`config.mk`:
```
export PLATFORM = sky130hd
export DESIGN_NAME = pwrdn_ctrl
export DESIGN_NICKNAME = d
export VERILOG_FILES = /design/src/rtl/pwrdn_pkg.sv /design/src/rtl/pwrdn_dncount.sv /design/src/rtl/pwrdn_rst_ctl.sv /design/src/rtl/pwrdn_fsm.sv /design/src/rtl/pwrdn_ctrl.sv
export SDC_FILE = /design/constraint.sdc
export NUM_CORES = 1
export LEC_CHECK = 0
export ABC_AREA = 1
export BUFFER_PORTS_ARGS = -buffer_cell sky130_fd_sc_hd__clkbuf_2
export CORE_UTILIZATION = 39
export DETAILED_ROUTE_END_ITERATION = 8
export PLACE_DENSITY_LB_ADDON = 0.05
export RECOVER_POWER = 50
export SLEW_MARGIN = 20
export SYNTH_ARGS = -nofsm -noshare
export SYNTH_HDL_FRONTEND = slang
export SYNTH_HIERARCHICAL = 1
export SYNTH_SLANG_ARGS = --single-unit
export TNS_END_PERCENT = 20
```
`constraint.sdc`:
```
create_clock -name clk -period 3.59 [get_ports clk]
set_clock_uncertainty 0.05 [all_clocks]
set_input_delay 0.718 -clock clk [delete_from_list [all_inputs] [get_ports clk]]
set_output_delay 0.718 -clock clk [all_outputs]
set_load 0.1 [all_outputs]
```
`src/rtl/pwrdn_pkg.sv`:
```
package pwrdn_pkg;
  typedef enum logic [1:0] {
    PS_RESET = 2'd0,
    PS_RUN   = 2'd1,
    PS_SLEEP = 2'd2,
    PS_WAKE  = 2'd3
  } pstate_e;
endpackage

```
`src/rtl/pwrdn_dncount.sv`:
```
// Loadable down-counter that stops at zero.
module pwrdn_dncount #(
  parameter int W = 8
) (
  input  logic         clk,
  input  logic         rst_n,
  input  logic         load,
  input  logic [W-1:0] load_val,
  input  logic         dec_en,
  output logic         zero
);
  logic [W-1:0] cnt_q, cnt_d;

  assign zero = (cnt_q == '0);

  always_comb begin
    cnt_d = cnt_q;
    if (load)
      cnt_d = load_val;
    else if (dec_en && !zero)
      cnt_d = cnt_q - W'(1);
  end

  always_ff @(posedge clk or negedge rst_n) begin
    if (!rst_n) cnt_q <= '0;
    else        cnt_q <= cnt_d;
  end
endmodule

```
`src/rtl/pwrdn_rst_ctl.sv`:
```
// Reset event detection, pulldown pulse and reset-hold timer.
module pwrdn_rst_ctl #(
  parameter int PULLDN_STATES = 16,
  parameter int RST_HOLD_CYC  = 40
) (
  input  logic clk,
  input  logic rst_n,
  input  logic rst_pin_n,
  input  logic int_rst,
  input  logic in_reset,
  output logic rst_req,
  output logic hold_done,
  output logic rst_pulldown
);
  localparam int PD_W   = $clog2(PULLDN_STATES + 1);
  localparam int HOLD_W = $clog2(RST_HOLD_CYC + 1);

  logic              pin_q;
  logic              pin_fall;
  logic              pd_load;
  logic              pd_zero;
  logic [HOLD_W-1:0] hold_q, hold_d;

  assign rst_req  = !rst_pin_n || int_rst;
  assign pin_fall = pin_q && !rst_pin_n;
  assign pd_load  = pin_fall || int_rst;

  always_ff @(posedge clk or negedge rst_n) begin
    if (!rst_n) pin_q <= 1'b1;
    else        pin_q <= rst_pin_n;
  end

  pwrdn_dncount #(.W(PD_W)) u_pulldown_cnt (
    .clk      (clk),
    .rst_n    (rst_n),
    .load     (pd_load),
    .load_val (PD_W'(PULLDN_STATES)),
    .dec_en   (1'b1),
    .zero     (pd_zero)
  );

  assign rst_pulldown = !pd_zero;

  assign hold_done = (hold_q == HOLD_W'(RST_HOLD_CYC));

  always_comb begin
    hold_d = hold_q;
    if (!in_reset)
      hold_d = '0;
    else if (!hold_done)
      hold_d = hold_q + HOLD_W'(1);
  end

  always_ff @(posedge clk or negedge rst_n) begin
    if (!rst_n) hold_q <= '0;
    else        hold_q <= hold_d;
  end
endmodule

```
`src/rtl/pwrdn_fsm.sv`:
```
// Power state sequencing, enable copy and pending flag.
module pwrdn_fsm
  import pwrdn_pkg::*;
#(
  parameter int WAKE_W = 16
) (
  input  logic              clk,
  input  logic              rst_n,
  input  logic              rst_req,
  input  logic              hold_done,
  input  logic              pll_sel,
  input  logic              cfg_pd,
  input  logic              pd_req,
  input  logic              extint,
  input  logic              pend_clr,
  input  logic              int_ack,
  input  logic [WAKE_W-1:0] wake_dly,
  output pstate_e           state,
  output logic              pd_en,
  output logic              ext_pend
);
  pstate_e state_q, state_d;
  logic    pd_en_q, pd_en_d;
  logic    pend_q, pend_d;
  logic    wake_hit;
  logic    wake_zero;

  assign wake_hit = (state_q == PS_SLEEP) && extint && !rst_req;

  pwrdn_dncount #(.W(WAKE_W)) u_wake_cnt (
    .clk      (clk),
    .rst_n    (rst_n),
    .load     (wake_hit),
    .load_val (wake_dly),
    .dec_en   (state_q == PS_WAKE),
    .zero     (wake_zero)
  );

  always_comb begin
    state_d = state_q;
    if (rst_req) begin
      state_d = PS_RESET;
    end else begin
      unique case (state_q)
        PS_RESET: if (!pll_sel || hold_done) state_d = PS_RUN;
        PS_RUN:   if (pd_req && pd_en_q)     state_d = PS_SLEEP;
        PS_SLEEP: if (extint)                state_d = PS_WAKE;
        PS_WAKE:  if (wake_zero)             state_d = PS_RUN;
        default:                             state_d = PS_RESET;
      endcase
    end
  end

  assign pd_en_d = (state_q == PS_RESET) ? cfg_pd : pd_en_q;

  always_comb begin
    pend_d = pend_q;
    if (rst_req || state_q == PS_RESET)
      pend_d = 1'b0;
    else if (wake_hit)
      pend_d = 1'b1;
    else if (pend_clr || int_ack)
      pend_d = 1'b0;
  end

  always_ff @(posedge clk or negedge rst_n) begin
    if (!rst_n) begin
      state_q <= PS_RESET;
      pd_en_q <= 1'b0;
      pend_q  <= 1'b0;
    end else begin
      state_q <= state_d;
      pd_en_q <= pd_en_d;
      pend_q  <= pend_d;
    end
  end

  assign state    = state_q;
  assign pd_en    = pd_en_q;
  assign ext_pend = pend_q;
endmodule

```
`src/rtl/pwrdn_ctrl.sv`:
```
// Top: reset synchroniser, sequencing and output decode.
module pwrdn_ctrl
  import pwrdn_pkg::*;
#(
  parameter int WAKE_W        = 16,
  parameter int PULLDN_STATES = 16,
  parameter int RST_HOLD_CYC  = 40
) (
  input  logic              clk,
  input  logic              sys_rst_n,
  input  logic              rst_pin_n,
  input  logic              int_rst,
  input  logic              pll_sel,
  input  logic              cfg_pd,
  input  logic              pd_req,
  input  logic              extint,
  input  logic              int_en,
  input  logic              pend_clr,
  input  logic              int_ack,
  input  logic [WAKE_W-1:0] wake_dly,
  output logic              osc_en,
  output logic              pll_en,
  output logic              cpu_clk_en,
  output logic              per_clk_en,
  output logic              clkout_hi,
  output logic              bus_idle,
  output logic              ext_pend,
  output logic              int_req,
  output logic              rst_pulldown
);
  logic [1:0] sync_q;
  logic       rst_n_sync;
  logic       rst_req;
  logic       hold_done;
  logic       pd_en;
  pstate_e    state;

  always_ff @(posedge clk or negedge sys_rst_n) begin
    if (!sys_rst_n) sync_q <= 2'b00;
    else            sync_q <= {sync_q[0], 1'b1};
  end
  assign rst_n_sync = sync_q[1];

  pwrdn_rst_ctl #(
    .PULLDN_STATES (PULLDN_STATES),
    .RST_HOLD_CYC  (RST_HOLD_CYC)
  ) u_rst_ctl (
    .clk          (clk),
    .rst_n        (rst_n_sync),
    .rst_pin_n    (rst_pin_n),
    .int_rst      (int_rst),
    .in_reset     (state == PS_RESET),
    .rst_req      (rst_req),
    .hold_done    (hold_done),
    .rst_pulldown (rst_pulldown)
  );

  pwrdn_fsm #(.WAKE_W(WAKE_W)) u_fsm (
    .clk       (clk),
    .rst_n     (rst_n_sync),
    .rst_req   (rst_req),
    .hold_done (hold_done),
    .pll_sel   (pll_sel),
    .cfg_pd    (cfg_pd),
    .pd_req    (pd_req),
    .extint    (extint),
    .pend_clr  (pend_clr),
    .int_ack   (int_ack),
    .wake_dly  (wake_dly),
    .state     (state),
    .pd_en     (pd_en),
    .ext_pend  (ext_pend)
  );

  always_comb begin
    osc_en     = 1'b1;
    pll_en     = pll_sel;
    cpu_clk_en = 1'b0;
    per_clk_en = 1'b0;
    clkout_hi  = 1'b0;
    bus_idle   = 1'b1;
    unique case (state)
      PS_RUN: begin
        cpu_clk_en = 1'b1;
        per_clk_en = 1'b1;
        bus_idle   = 1'b0;
      end
      PS_SLEEP: begin
        osc_en    = 1'b0;
        pll_en    = 1'b0;
        clkout_hi = 1'b1;
      end
      PS_WAKE:  clkout_hi = 1'b1;
      default: ;
    endcase
  end

  assign int_req = ext_pend && int_en && (state == PS_RUN);
endmodule

```
# After elaboration in Yosys (flattened, before gate mapping)

Cells that the tools add are included.

Add/sub/neg operators: 3
Multiply operators: 0
Div/mod/pow operators: 0
Order comparisons: 0
Eq/ne operators: 10
Shift operators: 0
Multiplexer cells: 20
Bitwise operators: 0
Reductions and logical operators: 24

Operators with widths:

| kind                  | count |
|---|---|
| $mux 16               | 2 |
| $logic_not 16->1      | 1 |
| $sub 16x1->16 const B | 1 |
| $mux 6                | 2 |
| $mux 2                | 5 |
| $mux 5                | 2 |
| $ne 3x1->1 const B    | 3 |
| $mux 1                | 8 |
| $pmux 2 s4            | 1 |
| $logic_and 1x1->1     | 7 |
| $add 6x1->6 const B   | 1 |
| $eq 6x6->1 const B    | 1 |
| $logic_not 1->1       | 5 |
| $logic_not 5->1       | 1 |
| $logic_or 1x1->1      | 5 |
| $sub 5x1->5 const B   | 1 |
| $eq 2x2->1 const B    | 2 |
| $reduce_and 4->1      | 1 |
| $ne 3x2->1 const B    | 1 |
| $reduce_bool 3->1     | 1 |
| $eq 2x1->1 const B    | 1 |
| $logic_not 2->1       | 1 |
| $ne 2x1->1 const B    | 1 |
| $ne 2x2->1 const B    | 1 |
| 2 further kinds       | 2 |

Flip-flop bits (word level): 34
Bits in latches: 0
Bits in writable memories: 0
Bits in read-only memories: 0
Bits of input ports: 27
Logic and storage cells: 65
Memories: 0

# Depth between registers and ports, before layout

Gate-level depths: netlist (run 1).

Depth after elaboration: 6
Depth in mapped cells: 15

# Hierarchy

Netlist (run 1), hierarchy kept.

By module, submodules not included:

| module                                   | times used | cells each | area each (sq um) |
|---|---|---|---|
| pwrdn_dncount (u_fsm.u_wake_cnt)         | 1          | 183        | 1249.9 |
| pwrdn_rst_ctl                            | 1          | 51         | 399.1 |
| pwrdn_dncount (u_rst_ctl.u_pulldown_cnt) | 1          | 46         | 335.3 |
| pwrdn_fsm                                | 1          | 38         | 297.8 |
| pwrdn_ctrl                               | 1          | 15         | 108.9 |

# Least setup slack after synthesis (run 1)

No wires, ideal clock.

Kind: input to output
Start: input pll_sel
End: output pll_en
Arrival time: 2.200 ns
Required time: 2.822 ns
Path slack: 0.622 ns
Cell stages on the path: 2
Cell sequence: inv_1 > a21oi_1

Word-level cells in the longest chain between the ends: 1

Ends and longest elaborated chain:

| what            | line             | text |
|---|---|---|
| start, declared | pwrdn_ctrl.sv:13 | `input logic pll_sel,` |
| $mux 1          | pwrdn_ctrl.sv:82 | `unique case (state)` |
| end, declared   | pwrdn_ctrl.sv:22 | `output logic pll_en,` |

No other way between the ends.

# Worst setup path in the final report (run 1)

Start: register u_rst_ctl.u_pulldown_cnt.cnt_q[0]
End: output rst_pulldown

Word-level cells in the longest chain between the ends: 2

Ends and longest elaborated chain:

| what                   | line                | text |
|---|---|---|
| start, declared        | pwrdn_dncount.sv:12 | `logic [W-1:0] cnt_q, cnt_d;` |
| start signal, assigned | pwrdn_dncount.sv:26 | `else cnt_q <= cnt_d;` |
| $logic_not 5->1        | pwrdn_dncount.sv:14 | `assign zero = (cnt_q == '0);` |
| net u_rst_ctl.pd_zero  | pwrdn_rst_ctl.sv:21 | `logic pd_zero;` |
| $logic_not 1->1        | pwrdn_rst_ctl.sv:42 | `assign rst_pulldown = !pd_zero;` |
| end, declared          | pwrdn_ctrl.sv:29    | `output logic rst_pulldown` |

The timed path passes the listed nets, and every way through them passes these cells.

==> metrics, run 1 <==
outcome finished, final reports clean; Sw Ratio 0.371; top cells by area, synth dfrtp_1 35%, nand2_1 14%, nand3_1 8.8%; Final Critical Period 2.43 ns; critical path type register to output port; Ports 36; Static Leak 1.45 nW; WL final 5.09 mm; xor and xnor area share after synthesis 0.0330; CTS max path bufs 2; Worst Tran Pin Value 1.40 ns; Crit. Startpoint u_rst_ctl/u_pulldown_cnt/cnt_q[0]; Core Box Area 5920 um2; Antenna Nets Post-Route 0; Root Driver clkbuf_8; final slew viol count 0; DR vias/cell 4.69; total power 1.48 mW; Worst EP required 2.82 ns; setup bufs post-CTS 0; vias in the first global route 2051; ANT cells 0; ys flop type dfrtp_1; final std cells w/o fill 451; Rows 28; post-CTS sizing 0; fillers 619; post-place setup slack 1.32 ns; DIE HEIGHT 80.3 um; HP Class register to asynchronous set/reset pin; largest family of logic cells by synthesized area simple AND/OR/NAND/NOR gates; total CTS buffers 5; Die ar. 6450 um2; r2r worst-path depth 15; nets@finish 411; Tcrit/Tclk final 0.678; Die W 80.3 um; Post-Layout Inst Area 2780 um2; register area share after synthesis 0.356; Simple-Gate Fraction of Synth Area 0.407; Yosys reg bits 34; synth cell count leaders 88 x nand2_1, 42 x nand3_1, 42 x nor2_1; synthesized area 2390 um2; Comb pwr share 0.314; number of max-cap violations 0; area delta synth->final 16.3%; CP Data Arrival Time 1.67 ns; clock sink count 34; top-count cell post-synth nand2_1; setup TNS 0 ns; # setup viols final 0; final hold slack 0.0874 ns; Post-synth EDFFs 0; Clk pin slew, worst setup/hold paths 0.08 ns; HPWL after DPL 3.92 mm; leading area contributor after synthesis dfrtp_1; Initial Utilization 0.404; CP endpoint rst_pulldown; crit end category output port; share of cells above drive strength 1 0.237; Yosys top cell area share 0.345; GR Overflow Total 0; Util after Layout 0.470; share of synthesized registers carrying an async set or reset 1.00; final setup margin 1.16 ns; drt drc 0; Area after DPL 2650 um2; first-pass GRT wire length 8.87 mm; Compound-Gate Fraction of Synth Area 0.0591; Net Sw Power 549 uW; Power Density 532 nW/um2; syn_area_per_cell 7.18 um2; cts hold-fix bufs 0; VDD IR max 258 uV; Int Power 931 uW; clock group share of total power 0.303; post-synthesis mux area share 0.00471; yosys warns 6; synthesized netlist cell count 333; Slew headroom 0.0689; reg-to-reg endpoint u_fsm/state[1]; IO buf count 35; TritonRoute pass-1 iters 4; antenna violations before repair 0; 1st-iter DRT viols 72; FF-to-FF Start u_fsm/u_wake_cnt/cnt_q[0]; Clk Latency, worst-skew pair 0.29 ns; RSZ-0062 raised after global routing false; CTS tree built; crit-path max FO 4; FMAX 411 MHz; Final GP Congestion 0.786; DR WL/cell 11.3 um; R2R setup slack 1.45 ns; via count of the routed design 2116; Post-Synth Adder-Cell Area 0.0471; GRT Total Usage 0.178; final hold vios 0; # H-tree levels 2; placed cells 443; Seq pwr share 0.383; largest net degree at the start of global routing 26; Yosys cell types 33; crit start category register
-- worst min path at each step --
stage                    from                         to  slack [ns]  cells past startpoint
finish              sync_q[1]  u_fsm/u_wake_cnt/cnt_q[1]        0.09                      0
global route        sync_q[1]  u_fsm/u_wake_cnt/cnt_q[1]        0.13                      0
CTS                 sync_q[1]  u_fsm/u_wake_cnt/cnt_q[1]        0.11                      0
detailed placement  sync_q[1]  u_fsm/u_wake_cnt/cnt_q[1]         0.1                      0
global placement    sync_q[1]  u_fsm/u_wake_cnt/cnt_q[1]         0.1                      0
floorplan           sync_q[0]                  sync_q[1]        0.28                      0
-- flip-flops by register name, indices dropped and copies added (netlist names) --
name,flops
u_fsm/ext_pend,1
u_rst_ctl/u_pulldown_cnt/cnt_q,5
u_rst_ctl/hold_q,6
sync_q,2
u_fsm/pd_en,1
u_fsm/state,2
u_rst_ctl/pin_q,1
u_fsm/u_wake_cnt/cnt_q,16
-- kinds of logic after synthesis --
family / count (synthesis)
xor+xnor: 9
buf+inv: 51
simple gates: 205
fa+ha+maj: 9
mux: 1
flops: 34
other cells: 3
compound gates: 21
-- layout by cell type (no fill, tap or decap), drive strengths merged --
| master | Yosys | routed |
|---|---|---|
| a211oi | 1 | 1 |
| conb | 3 | 8 |
| ha | 9 | 9 |
| dfstp | 1 | 1 |
| xor2 | 8 | 8 |
| o21bai | 2 | 2 |
| or2 | 4 | 4 |
| nand2 | 97 | 97 |
| o21a | 1 | 1 |
| buf | 4 | 1 |
| o21ai | 11 | 11 |
| xnor2 | 1 | 1 |
| nand4 | 3 | 3 |
| a21oi | 6 | 6 |
| nand3b | 1 | 1 |
| nand3 | 47 | 47 |
| nor4 | 1 | 1 |
| dfrtp | 33 | 33 |
| mux2 | 1 | 1 |
| inv | 44 | 44 |
| clkbuf | 3 | 42 |
| nor2 | 52 | 52 |
| bufinv | 0 | 2 |
-- critical path: stages, from the launching register on --
cell	delay, ns
dfrtp_1	0.35
inv_1	0.09
ha_1	0.27
nand3b_2	0.14
inv_1	0.05
inv_1	0.04
clkbuf_2	0.44
-- per-layer routing --
layer | routed length [um] | part of all wire | global-route usage
met1 | 2480 | 0.49 | 0.223
met2 | 2410 | 0.47 | 0.303
met3 | 140 | 0.027 | 0.0398
met4 | 64 | 0.013 | 0.0536
met5 | 0 | 0 | 0
-- power by group through the flow --
stage | clock network [mW] | registers (mW) | logic [mW]
final | 0.448 | 0.567 | 0.464
after global routing | 0.477 | 0.581 | 0.537
after CTS | 0.460 | 0.569 | 0.471
after detailed placement | 0 | 0.575 | 0.469
after global placement | 0 | 0.574 | 0.466
after floorplan | 0 | 0.552 | 0.390
-- cell type report --
class,count,area (um2),share of cell area
multi-input cells,253,1340,0.483
well taps,75,93.8,0.0337
clock buffers,6,82.6,0.0297
flip-flops and latches,34,852,0.306
inverters,44,165,0.0594
repair buffers,37,184,0.0661
clock inverters,2,60.1,0.0216
No activity file was read; power rests on OpenSTA's default activity.
==> run 2, diff against run 1 <==
Clock period 3.59 ns to 2 ns, I/O delays scaled along.
==> run 2 against run 1 <==
Compared with the run above:
- the run now ends with setup timing left
- routed wire length rose by 3.0%
- core utilization rose by 2.2 points
- global-route usage rose by 0.47 points
- sequential power grew 80%
- hold slack worse by 0.032 ns
- sequential share of layout area is 1.3 points lower
- via count grew 1.3%
- largest power group unchanged
==> metrics, run 2 (synthesized netlist as in run 1, its figures left out) <==
WL final 5.24 mm; R2R setup slack -0.01 ns; Rows 28; final hold vios 0; crit end category register; Sw Ratio 0.386; final setup margin -0.0106 ns; Seq pwr share 0.393; Final Critical Period 2.01 ns; outcome finished with violations; Worst Tran Pin Value 0.686 ns; HPWL after DPL 3.92 mm; clock group share of total power 0.237; GRT Total Usage 0.182; total power 2.61 mW; Clk Latency, worst-skew pair 0.28 ns; crit-path max FO 3; 1st-iter DRT viols 95; Initial Utilization 0.404; Int Power 1.60 mW; CP Data Arrival Time 2.14 ns; Net Sw Power 1.01 mW; most frequent CP cell nand2_1; Static Leak 1.50 nW; Post-Layout Inst Area 2910 um2; HP Class register to asynchronous set/reset pin; Final GP Congestion 0.775; DR vias/cell 4.64; Largest Register u_fsm/u_wake_cnt/cnt_q; commonest non-fill, non-tap cells in the layout 87 x nand2_1, 42 x nor2_1, 41 x nand3_1; multi-input combinational cell area 1400 um2; vias in the first global route 2075; Area after DPL 2710 um2; Antenna Nets Post-Route 0; Clk pin slew, worst setup/hold paths 0.07 ns; clock sink count 34; first-pass GRT wire length 9.00 mm; most common cell after layout, fill and taps aside nand2_1; final slew viol count 0; ANT cells 0; cells along the critical path inv_2 -> ha_4 -> inv_2 -> nor2_4 -> nand3_4 -> nor2_4 -> nand2_2 -> nor4_4 -> nor2_1 -> nand2_1 -> nand2_1 -> inv_2 -> nand3_2 -> nand2_1 -> nand2_1; critical path type register to register; Comb pwr share 0.370; max FFs per register 16; TritonRoute pass-1 iters 4; area delta synth->final 21.7%; Tcrit/Tclk final 1.01; slowest stage delay, CP 0.39 ns; # setup viols final 2; CTS tree built; Top delay family on crit path simple AND/OR/NAND/NOR gates; fillers 614; DIE HEIGHT 80.3 um; FMAX 497 MHz; DR WL/cell 11.3 um; antenna violations before repair 0; Worst EP required 2.13 ns; Ports 36; largest net degree at the start of global routing 27; GR Overflow Total 0; number of max-cap violations 0; VDD IR max 412 uV; share of cells above drive strength 1 0.274; Core Box Area 5920 um2; top flop regs u_fsm/u_wake_cnt/cnt_q x16, u_rst_ctl/hold_q x6, u_rst_ctl/u_pulldown_cnt/cnt_q x5; Crit path buffers/inverters 3; RSZ-0062 raised after global routing true; Power Density 896 nW/um2; nets@finish 422; crit start category register; Root Driver clkbuf_8; drt drc 0; failing checks setup timing; CTS max path bufs 2; Register Area 852 um2; IO buf count 35; Die W 80.3 um; total CTS buffers 5; CP max stage cell dfrtp_1; # H-tree levels 2; Die ar. 6450 um2; via count of the routed design 2143; Slew headroom 0.543
[run 2: power by group through the flow]
| stage | sequential (mW) | clock, mW | combinational, mW |
|---|---|---|---|
| floorplan | 0.991 | 0 | 0.701 |
| global placement | 1.02 | 0 | 0.892 |
| detailed placement | 1.02 | 0 | 0.893 |
| CTS | 1.01 | 0.642 | 0.897 |
| global route | 1.05 | 0.666 | 1.10 |
| finish | 1.02 | 0.618 | 0.965 |
[run 2: final cells by class]
class                      count  area share
multi-input combinational    253       0.480
tap                           75      0.0323
clock buffer                   7      0.0262
sequential                    34       0.293
timing repair buffer          48       0.102
inverter                      44      0.0568
clock inverter                 1      0.0103
[run 2: through the flow]
stage	setup TNS, ns	hold slack, ns	std cells	setup slack [ns]	util
after floorplan	-0.547	0.0544	338	-0.349	-
after global placement	0	0.0656	448	0.148	0.458
after detailed placement	0	0.0707	448	0.0473	0.458
after CTS	0	0.0738	457	0.0113	0.478
after global routing	-0.307	0.0986	462	-0.154	0.491
final	-0.0199	0.0556	462	-0.0106	0.491
[run 2: routing by layer]
layer	vias up	GRT usage	wire [um]
li1	1138	-	-
met1	977	0.231	2470
met3	2	0.0341	133
met4	0	0.0589	40
met5	-	0	0
met2	26	0.312	2600
[run 2: path summary, 6_finish.rpt]
kind                                                start  depth (start not counted)                        end
worst max register to register  u_fsm/u_wake_cnt/cnt_q[1]                         15             u_fsm/state[0]
worst max-delay path            u_fsm/u_wake_cnt/cnt_q[1]                         15             u_fsm/state[0]
worst min register to register                  sync_q[1]                          0        u_rst_ctl/hold_q[1]
worst min-delay path                            sync_q[1]                          0        u_rst_ctl/hold_q[1]
min in group clk                                rst_pin_n                          1            u_rst_ctl/pin_q
max in group asynchronous                       sync_q[1]                          1  u_fsm/u_wake_cnt/cnt_q[8]
[run 2: timing repair]
action	in CTS	in global routing
hold buffers	1	0
hold endpoints to repair	2	0
endpoints found under the setup margin	0	2
buffers inserted	0	5
gates resized for setup	0	11
==> run 3, diff against run 2 <==
Settings changed: SETUP_SLACK_MARGIN set to 0.1.
==> run 3 against run 2 <==
Compared with the run above:
- cell count rose by 2.4%
- highest routed layer unchanged
- critical path depth decreased by 9
- the run now ends clean
- core utilization is 1.6 points higher
- first-iteration DRC count down 16%
- critical path type is now register to output port
- global-route usage rose by 0.97 points
- largest power group is now combinational cells
- hold slack lost 0.00096 ns
- cell area rose by 3.3%
==> metrics, run 3 (synthesized netlist as in run 1, its figures left out) <==
via count of the routed design 2210; CTS max path bufs 2; HPWL after DPL 3.92 mm; Net Sw Power 1.03 mW; crit-path max FO 4; commonest non-fill, non-tap cells in the layout 86 x nand2_1, 42 x nor2_1, 41 x nand3_1; # setup viols final 0; clock sink count 34; Static Leak 1.56 nW; vias in the first global route 2152; final hold vios 0; placed cells 448; final hold slack 0.0546 ns; FMAX 529 MHz; DIE HEIGHT 80.3 um; Worst Tran Pin Value 0.687 ns; share of cells above drive strength 1 0.299; Root Driver clkbuf_8; Seq pwr share 0.382; nets@finish 433; Int Power 1.65 mW; clock group share of total power 0.231; TritonRoute pass-1 iters 4; Power Density 893 nW/um2; area delta synth->final 25.7%; Crit path buffers/inverters 4; first-pass GRT wire length 9.41 mm; Sw Ratio 0.385; Clk pin slew, worst setup/hold paths 0.07 ns; Tcrit/Tclk final 0.946; Die ar. 6450 um2; Die W 80.3 um; DR vias/cell 4.67; max FFs per register 16; Largest Register u_fsm/u_wake_cnt/cnt_q; most frequent CP cell inv_1; Crit. Startpoint u_rst_ctl/u_pulldown_cnt/cnt_q[0]; number of max-cap violations 0; IO buf count 35; slowest stage delay, CP 0.38 ns; VDD IR max 412 uV; ANT cells 0; Slew headroom 0.542; antenna violations before repair 0; Top delay family on crit path buffers and inverters; 1st-iter DRT viols 80; FF-to-FF Start u_fsm/u_wake_cnt/cnt_q[0]; DR WL/cell 11.6 um; crit end category output port; final slew viol count 0; final std cells w/o fill 473; total CTS buffers 5; Antenna Nets Post-Route 0; GR Overflow Total 0; setup TNS 0 ns; critical path type register to output port; WL final 5.49 mm; Worst EP required 1.55 ns; # H-tree levels 2; Initial Utilization 0.404; largest net degree at the start of global routing 27; Ports 36; outcome finished, final reports clean; CTS tree built; Final GP Congestion 0.775; Rows 28; Core Box Area 5920 um2; total power 2.68 mW; most common cell after layout, fill and taps aside nand2_1; Comb pwr share 0.387; top flop regs u_fsm/u_wake_cnt/cnt_q x16, u_rst_ctl/hold_q x6, u_rst_ctl/u_pulldown_cnt/cnt_q x5; CP Data Arrival Time 1.44 ns; crit start category register; cells along the critical path inv_1 -> ha_2 -> nand3b_2 -> inv_1 -> inv_1 -> buf_12; drt drc 0; GRT Total Usage 0.192; HP Class register to asynchronous set/reset pin; RSZ-0062 raised after global routing true; Clk Latency, worst-skew pair 0.28 ns; CP max stage cell dfrtp_1; Final Critical Period 1.89 ns
==> run 3: path summary, 6_finish.rpt <==
kind                                              to  slack (ns)  depth (start not counted)
max                                     rst_pulldown        0.11                          6
min                              u_rst_ctl/hold_q[1]        0.05                          0
max reg2reg                u_fsm/u_wake_cnt/cnt_q[2]        0.14                         13
min reg2reg                      u_rst_ctl/hold_q[1]        0.05                          0
max in group asynchronous  u_fsm/u_wake_cnt/cnt_q[8]        0.90                          1
min in group clk                     u_rst_ctl/pin_q        0.15                          1
==> run 3: layer usage <==
layer | vias up | GRT usage | share of wire
met1 | 1020 | 0.235 | 0.46
met2 | 27 | 0.341 | 0.51
met4 | 0 | 0.0589 | 0.0073
met5 | - | 0 | 0
li1 | 1161 | - | -
met3 | 2 | 0.0341 | 0.023
==> run 3: area by class of cell <==
cell class,instances,area (um2)
clock buffer,7,76.3
clock inverter,1,30.0
tap,75,93.8
inverter,44,165
multi-input combinational,253,1410
timing repair buffer,59,382
sequential,34,852
fill,601,2920
==> run 3: power groups by stage <==
stage	clock network (mW)	logic, mW	registers, mW
6_report	0.620	1.04	1.02
5_1_grt	0.666	1.18	1.05
4_1_cts	0.642	0.999	1.02
3_5_place_dp	0	0.893	1.02
3_3_place_gp	0	0.892	1.02
2_1_floorplan	0	0.701	0.991
==> run 3: worst register-to-register path, cell delays in order, from the launching register on <==
cell and delay (ns):
dfrtp_1 0.36, inv_2 0.06, ha_4 0.16, inv_2 0.06
nor2_4 0.05, buf_4 0.14, buf_4 0.12, buf_4 0.12
buf_4 0.12, buf_4 0.13, nor2_1 0.11, nor2_1 0.05
a21oi_1 0.16, a21oi_2 0.07
==> run 3: what timing repair did <==
action                                 in CTS  in global routing
gates cloned                                0                  0
buffers inserted                           14                  3
endpoints found under the hold margin       2                  0
hold buffers                                1                  0
pin swaps                                   6                  7
resized for setup                           9                  6
setup endpoints to repair                   3                 11
==> run 3: per-stage QoR <==
stage,instance area (um2),util,setup WS [ns]
finish,3010,0.508,0.109
floorplan,2410,-,-0.349
global route,3010,0.508,0.0327
CTS,2970,0.501,0.0369
detailed placement,2710,0.458,0.0473
global placement,2710,0.458,0.148
